### src/rtl/amo_pkg.sv
`timescale 1ns/1ps
package amo_pkg;
  typedef enum logic [2:0] {
    AMO_ADD, AMO_OR, AMO_AND, AMO_XOR, AMO_XCHG, AMO_CAS
  } amo_kind_e;

  typedef enum logic [1:0] {ST_IDLE, ST_RD, ST_WR, ST_WB} amo_state_e;

  localparam logic [1:0] SZ_WORD  = 2'd0;
  localparam logic [1:0] SZ_DWORD = 2'd3;

  // operation base codes with the fetch bit cleared
  localparam logic [7:0] OPB_ADD  = 8'h00;
  localparam logic [7:0] OPB_OR   = 8'h40;
  localparam logic [7:0] OPB_AND  = 8'h50;
  localparam logic [7:0] OPB_XOR  = 8'ha0;
  localparam logic [7:0] OPB_XCHG = 8'he0;
  localparam logic [7:0] OPB_CAS  = 8'hf0;
endpackage

### src/rtl/amo_decode.sv
`timescale 1ns/1ps
module amo_decode
  import amo_pkg::*;
#(
  parameter int OP_W   = 8,
  parameter int SIZE_W = 2
) (
  input  logic [OP_W-1:0]   op_i,
  input  logic [SIZE_W-1:0] size_i,
  output amo_kind_e         kind_o,
  output logic              fetch_o,
  output logic              dword_o,
  output logic              legal_o
);
  logic [OP_W-1:0] base;
  logic            op_ok;
  logic            size_ok;

  assign fetch_o = op_i[0];
  assign base    = {op_i[OP_W-1:1], 1'b0};
  assign dword_o = (size_i == SIZE_W'(SZ_DWORD));
  assign size_ok = dword_o || (size_i == SIZE_W'(SZ_WORD));

  always_comb begin
    kind_o = AMO_ADD;
    op_ok  = 1'b0;
    unique case (base)
      OP_W'(OPB_ADD):  begin kind_o = AMO_ADD;  op_ok = 1'b1;    end
      OP_W'(OPB_OR):   begin kind_o = AMO_OR;   op_ok = 1'b1;    end
      OP_W'(OPB_AND):  begin kind_o = AMO_AND;  op_ok = 1'b1;    end
      OP_W'(OPB_XOR):  begin kind_o = AMO_XOR;  op_ok = 1'b1;    end
      // complex operations exist only with the fetch bit set
      OP_W'(OPB_XCHG): begin kind_o = AMO_XCHG; op_ok = fetch_o; end
      OP_W'(OPB_CAS):  begin kind_o = AMO_CAS;  op_ok = fetch_o; end
      default:         begin kind_o = AMO_ADD;  op_ok = 1'b0;    end
    endcase
  end

  assign legal_o = op_ok && size_ok;
endmodule

### src/rtl/amo_alu.sv
`timescale 1ns/1ps
module amo_alu
  import amo_pkg::*;
#(
  parameter int DATA_W = 64
) (
  input  amo_kind_e         kind_i,
  input  logic              dword_i,
  input  logic [DATA_W-1:0] old_i,
  input  logic [DATA_W-1:0] src_i,
  input  logic [DATA_W-1:0] r0_i,
  output logic [DATA_W-1:0] new_o,
  output logic              match_o
);
  localparam int HALF_W = DATA_W / 2;

  logic [DATA_W-1:0] raw;

  always_comb begin
    unique case (kind_i)
      AMO_ADD: raw = old_i + src_i;
      AMO_OR:  raw = old_i | src_i;
      AMO_AND: raw = old_i & src_i;
      AMO_XOR: raw = old_i ^ src_i;
      default: raw = src_i;  // exchange and compare-and-exchange
    endcase
  end

  // narrow mode: result confined to the low half
  assign new_o   = dword_i ? raw : {{HALF_W{1'b0}}, raw[HALF_W-1:0]};
  assign match_o = dword_i ? (old_i == r0_i)
                           : (old_i[HALF_W-1:0] == r0_i[HALF_W-1:0]);
endmodule

### src/rtl/amo_engine.sv
`timescale 1ns/1ps
module amo_engine
  import amo_pkg::*;
#(
  parameter int DATA_W = 64,
  parameter int OFF_W  = 16,
  parameter int OP_W   = 8,
  parameter int SIZE_W = 2
) (
  input  logic              clk_i,
  input  logic              rst_ni,
  input  logic              req_valid_i,
  input  logic [DATA_W-1:0] req_base_i,
  input  logic [OFF_W-1:0]  req_offset_i,
  input  logic [SIZE_W-1:0] req_size_i,
  input  logic [OP_W-1:0]   req_op_i,
  input  logic [DATA_W-1:0] req_src_i,
  input  logic [DATA_W-1:0] req_r0_i,
  output logic              busy_o,
  output logic              illegal_o,
  output logic              mem_req_o,
  output logic              mem_we_o,
  output logic              mem_lock_o,
  output logic              mem_dword_o,
  output logic [DATA_W-1:0] mem_addr_o,
  output logic [DATA_W-1:0] mem_wdata_o,
  input  logic              mem_ack_i,
  input  logic [DATA_W-1:0] mem_rdata_i,
  output logic              wb_valid_o,
  output logic              wb_src_we_o,
  output logic [DATA_W-1:0] wb_src_data_o,
  output logic              wb_r0_we_o,
  output logic [DATA_W-1:0] wb_r0_data_o
);
  localparam int HALF_W = DATA_W / 2;
  localparam int EXT_W  = DATA_W - OFF_W;

  amo_state_e        state_q, state_d;
  amo_kind_e         kind_q, dec_kind;
  logic              fetch_q, dword_q, illegal_q;
  logic              dec_fetch, dec_dword, dec_legal;
  logic [DATA_W-1:0] addr_q, src_q, r0_q, old_q;
  logic [DATA_W-1:0] eff_addr, rd_ext, alu_old, new_val;
  logic              match, accept;

  amo_decode #(.OP_W(OP_W), .SIZE_W(SIZE_W)) i_decode (
    .op_i    (req_op_i),
    .size_i  (req_size_i),
    .kind_o  (dec_kind),
    .fetch_o (dec_fetch),
    .dword_o (dec_dword),
    .legal_o (dec_legal)
  );

  assign accept   = (state_q == ST_IDLE) && req_valid_i;
  assign eff_addr = req_base_i + {{EXT_W{req_offset_i[OFF_W-1]}}, req_offset_i};
  assign rd_ext   = dword_q ? mem_rdata_i : {{HALF_W{1'b0}}, mem_rdata_i[HALF_W-1:0]};
  // compare on live read data in the read cycle, on the held copy afterwards
  assign alu_old  = (state_q == ST_RD) ? rd_ext : old_q;

  amo_alu #(.DATA_W(DATA_W)) i_alu (
    .kind_i  (kind_q),
    .dword_i (dword_q),
    .old_i   (alu_old),
    .src_i   (src_q),
    .r0_i    (r0_q),
    .new_o   (new_val),
    .match_o (match)
  );

  always_comb begin
    state_d = state_q;
    unique case (state_q)
      ST_IDLE: if (accept && dec_legal) state_d = ST_RD;
      ST_RD:   if (mem_ack_i) state_d = (kind_q == AMO_CAS && !match) ? ST_WB : ST_WR;
      ST_WR:   if (mem_ack_i) state_d = ST_WB;
      default: state_d = ST_IDLE;
    endcase
  end

  always_ff @(posedge clk_i or negedge rst_ni) begin
    if (!rst_ni) begin
      state_q   <= ST_IDLE;
      kind_q    <= AMO_ADD;
      fetch_q   <= 1'b0;
      dword_q   <= 1'b0;
      illegal_q <= 1'b0;
      addr_q    <= '0;
      src_q     <= '0;
      r0_q      <= '0;
      old_q     <= '0;
    end else begin
      state_q   <= state_d;
      illegal_q <= accept && !dec_legal;
      if (accept && dec_legal) begin
        kind_q  <= dec_kind;
        fetch_q <= dec_fetch;
        dword_q <= dec_dword;
        addr_q  <= eff_addr;
        src_q   <= req_src_i;
        r0_q    <= req_r0_i;
      end
      if (state_q == ST_RD && mem_ack_i) old_q <= rd_ext;
    end
  end

  assign busy_o      = (state_q != ST_IDLE);
  assign illegal_o   = illegal_q;
  assign mem_req_o   = (state_q == ST_RD) || (state_q == ST_WR);
  assign mem_we_o    = (state_q == ST_WR);
  assign mem_lock_o  = mem_req_o;
  assign mem_dword_o = dword_q;
  assign mem_addr_o  = addr_q;
  assign mem_wdata_o = new_val;

  assign wb_valid_o    = (state_q == ST_WB);
  assign wb_src_we_o   = wb_valid_o && fetch_q && (kind_q != AMO_CAS);
  assign wb_src_data_o = old_q;
  assign wb_r0_we_o    = wb_valid_o && (kind_q == AMO_CAS);
  assign wb_r0_data_o  = old_q;
endmodule

### config.mk
export PLATFORM = sky130hd
export DESIGN_NAME = amo_engine
export DESIGN_NICKNAME = d
export VERILOG_FILES = /design/src/rtl/amo_pkg.sv /design/src/rtl/amo_decode.sv /design/src/rtl/amo_alu.sv /design/src/rtl/amo_engine.sv
export SDC_FILE = /design/constraint.sdc
export NUM_CORES = 1
export LEC_CHECK = 0
export ABC_AREA = 1
export BUFFER_PORTS_ARGS = -buffer_cell sky130_fd_sc_hd__buf_2
export CAP_MARGIN = 5
export CELL_PAD_IN_SITES_DETAIL_PLACEMENT = 1
export CELL_PAD_IN_SITES_GLOBAL_PLACEMENT = 1
export CORE_MARGIN = 5
export CORE_UTILIZATION = 35
export DETAILED_ROUTE_END_ITERATION = 8
export GPL_TIMING_DRIVEN = 0
export PLACE_DENSITY = 0.76
export SKIP_CTS_REPAIR_TIMING = 1
export SYNTH_ARGS = -nofsm -noshare
export SYNTH_HDL_FRONTEND = slang
export SYNTH_SLANG_ARGS = --single-unit
### constraint.sdc
create_clock -name clk_i -period 3.1 [get_ports clk_i]
set_input_delay 0.31 -clock clk_i [delete_from_list [all_inputs] [get_ports clk_i]]
set_output_delay 0.31 -clock clk_i [all_outputs]
set_load 0.05 [all_outputs]
==> summary.txt <==
Outcome
  • Status: finished, violations left
  • Failing checks: negative hold slack, negative setup slack

Final layout
  • Share of cells above drive strength 1: around a quarter
  • Area Overhead vs Synth: 39.16%
  • Fin util: roughly half
  • Fill cells: roughly 9900
  • Nets: approximately 5600
  • Design Area, Final: 0.03617 mm^2

Setup path
  • Critical path endpoint category: primary output
  • Worst path bufs/invs: 3
  • Arrival time of the worst setup path: about 4.1 ns
  • CP Data Required Time: around 2.8 ns
  • CP delay by family, top: simple AND/OR/NAND/NOR gates
  • Slowest CP cell: dfrtp_2
  • Kind of critical path: flip-flop to primary output
  • Worst setup SP type: flip-flop
  • Most used cell along the critical path: nand2_1
  • Max incr delay on CP: ~0.45 ns
  • Crit path max fanout: 6
  • CP cell instances: ha_4, buf_12, clkbuf_16, nand2_2, o21ai_4, ha_4, fa_2, nand3_2, nand3_4, nand2_2, nand2_4, nand2_1, nand2_2, nand2_1, nand2_4, nand2_1, nand2_1, nand2_1, nand3_2, a21oi_4, buf_6

Detailed routing
  • DR vias: approximately 33000
  • Post-DRT Antenna Nets: 0
  • WL met2: approximately 73000 um
  • Drt pass-1 iters: 5
  • Detailed-routing wirelength on met1: a little under 60000 um
  • Wirelength per Cell: about 24 um
  • # DRC: 0
  • Detailed-routed wire length on met3: roughly 9600 um
  • Drt total wl: 149000 um
  • Vias per cell: 5.470
  • Max Used Layer: met5
  • Drt first-iter violations: 2237

STA
  • Final WS setup: -1.274 ns
  • Fin crit share: 141.1%
  • Finish-stage setup viols: 65
  • Fmax: approximately 230 MHz
  • Hold Vio Cnt, Final: 9
  • Setup TNS: -64.36 ns
  • Final hold slack: -0.03674 ns
  • Fin crit period: 4.374 ns
  • RSZ-0062 raised after global routing: yes
  • Slew @ Worst Pin: roughly 1.2 ns
  • Slew margin rel.: between 15 and 20%
  • Final-report max-slew violation count: 0
  • Worst clock skew: between 0.01 and 0.015 ns

Synthesis
  • Number of warnings issued by yosys: 0
  • Sequential area share after synthesis: between 20% and 30%
  • Synth cell count leaders: nand2_1 (1452), inv_1 (703), o21ai_0 (403)
  • Yosys reg bits: 264
  • Largest area contributor in the synthesized netlist: dfrtp_1
  • Number of synthesized flops with an enable pin: 0
  • Post-synthesis cell area: around 0.026 mm^2
  • Most frequent cell after synthesis: nand2_1
  • Asr flop ratio synth: 100.0%
  • Dominant synthesized flop cell: dfrtp_1
  • Main area contributors after synthesis: dfrtp_1 (25%), nand2_1 (21%), inv_1 (10%)
  • Synthesized net count: 4816
  • Top-area cell type share of the netlist area: around a quarter
  • Syn Inst Count: 4331
  • Synth unique cells: 40
  • Syn avg cell area: 6.001 um^2

GRT
  • Global-route wire length before repair: around 200000 um
  • Largest net degree at the start of global routing: between 100 and 150
  • Grt ovf: 0
  • Antenna violations before repair: 19
  • GRT Total Usage: about a third
  • Vias in the first global route: roughly 32000

Place
  • Placed cell areas: a little over 0.03 mm^2
  • HPWL Detailed: 117400 um
  • Place WS: -1.684 ns
  • Final Wtd Congestion: around 0.96
  • IO Port Bufs: 550

Clock tree
  • CTS H-tree lvls: 2
  • Num CTS Buffers: 37
  • CTS Buffer Depth: 3
  • CTS Sinks: roughly 260
  • CTS root buf: clkbuf_16
  • CTS tree: yes
  • Clock-pin slew on the worst setup and hold paths: 0.05 ns
  • Clk Latency, worst-skew pair: 0.60 ns

Floorplanning
  • Die X: 282.5 um
  • DIE AREA: 0.07980 mm^2
  • Die span in y: 282.5 um
  • Core Box Area: ~0.074 mm^2
  • Cell row count: 100
  • # IOs: approximately 550
  • Initial core utilization: 35.09%

Power
  • Switching power: 0.02035 W
  • Power share of the combinational group: about 72%
  • Power per cell area: ~980 mW/mm^2
  • Peak VDD IR: around 0.65 mV
  • Leakage: roughly 19 nW
  • Sw Ratio: a little under 60%
  • Clock share of power: 13.5%
  • Seq pwr share: around 14%
  • Pwr Total: around 0.035 W
  • Internal power: ~0.015 W

Run
  • Max Cap Viol: 0

Hold path
  • Min-delay worst type: input pin to flip-flop
final timing paths:
| check | start | depth (start not counted) | slack, ns | to |
|---|---|---|---|---|
| worst max-delay path | state_q[0] | 21 | -1.27 | mem_wdata_o[62] |
| worst min-delay path | req_r0_i[63] | 3 | -0.04 | r0_q[63] |
| worst max register to register | state_q[0] | 8 | 0.06 | src_q[23] |
| worst min register to register | mem_addr_o[22] | 2 | 0.47 | mem_addr_o[22] |
| max in group asynchronous | rst_ni | 4 | 1.27 | mem_addr_o[44] |
| min in group asynchronous | rst_ni | 2 | 0.28 | wb_r0_data_o[13] |
area by class of cell:
type	count	area, um^2	area share, %
Timing Repair Buffer	708	4583	12.67
Clock buffer	52	1054	2.913
Sequential cell	264	6609	18.27
Antenna cell	17	42.54	0.1176
Buffer	183	1161	3.211
Tap cell	969	1212	3.352
Clock inverter	16	242.7	0.6712
Multi-Input combinational cell	3175	18600	51.42
Inverter	709	2664	7.366
worst min-delay path, stage by stage:
cell,delay (ns)
buf_2,0.07
nand2_1,0.05
o21ai_0,0.07
power groups by stage:
stage / Sequential, W / Clock (W) / Combinational [W]
2_1_floorplan: 0.00624 / 0 / 0.0125
3_5_place_dp: 0.00508 / 0 / 0.0202
5_1_grt: 0.00518 / 0.00496 / 0.0269
3_3_place_gp: 0.00503 / 0 / 0.0199
6_report: 0.00509 / 0.00476 / 0.0254
4_1_cts: 0.00503 / 0.00479 / 0.0203
layer usage:
layer | track usage, % | vias to the layer above
met5 | 0 | -
met4 | 12.02 | 4
met3 | 5.216 | 356
met2 | 59.35 | 1286
met1 | 41.97 | 16470
li1 | - | 15215
logic make-up after synthesis:
family | Yosys count | share of synthesized area [%]
compound gates | 749 | 15.82
xor+xnor | 34 | 1.146
fa+ha+maj | 199 | 9.638
buf+inv | 892 | 14.07
flops | 264 | 25.42
mux | 2 | 0.08665
simple gates | 2191 | 33.82
cells in the final DEF (no fill, tap or decap), types with 47 or more instances in the layout:
cell and count:
buf_6 47, nand2_1 1296, ha_1 133, o21ai_0 356, ha_4 53, clkbuf_1 75
buf_2 527, buf_4 119, dlygate4sd3_1 104, nand3_1 243, nor2_1 294, inv_1 672
dfrtp_1 262, nand2_2 116, a21oi_1 162
through the flow:
stage / hold slack (ns) / instances
floorplan: 0.01441 / 4331
global placement: 0.4588 / 5850
detailed placement: 0.3360 / 5853
CTS: -0.2900 / 5921
global route: -0.008221 / 6085
finish: -0.03674 / 6093
sequential cells by signal, indices dropped and copies added (netlist names):
| register | count |
|---|---|
| fetch_q | 1 |
| illegal_o | 1 |
| kind_q | 3 |
| mem_addr_o | 64 |
| mem_dword_o | 1 |
| r0_q | 64 |
| src_q | 64 |
| state_q | 2 |
| wb_r0_data_o | 64 |
(Power assumes the default switching activity.)
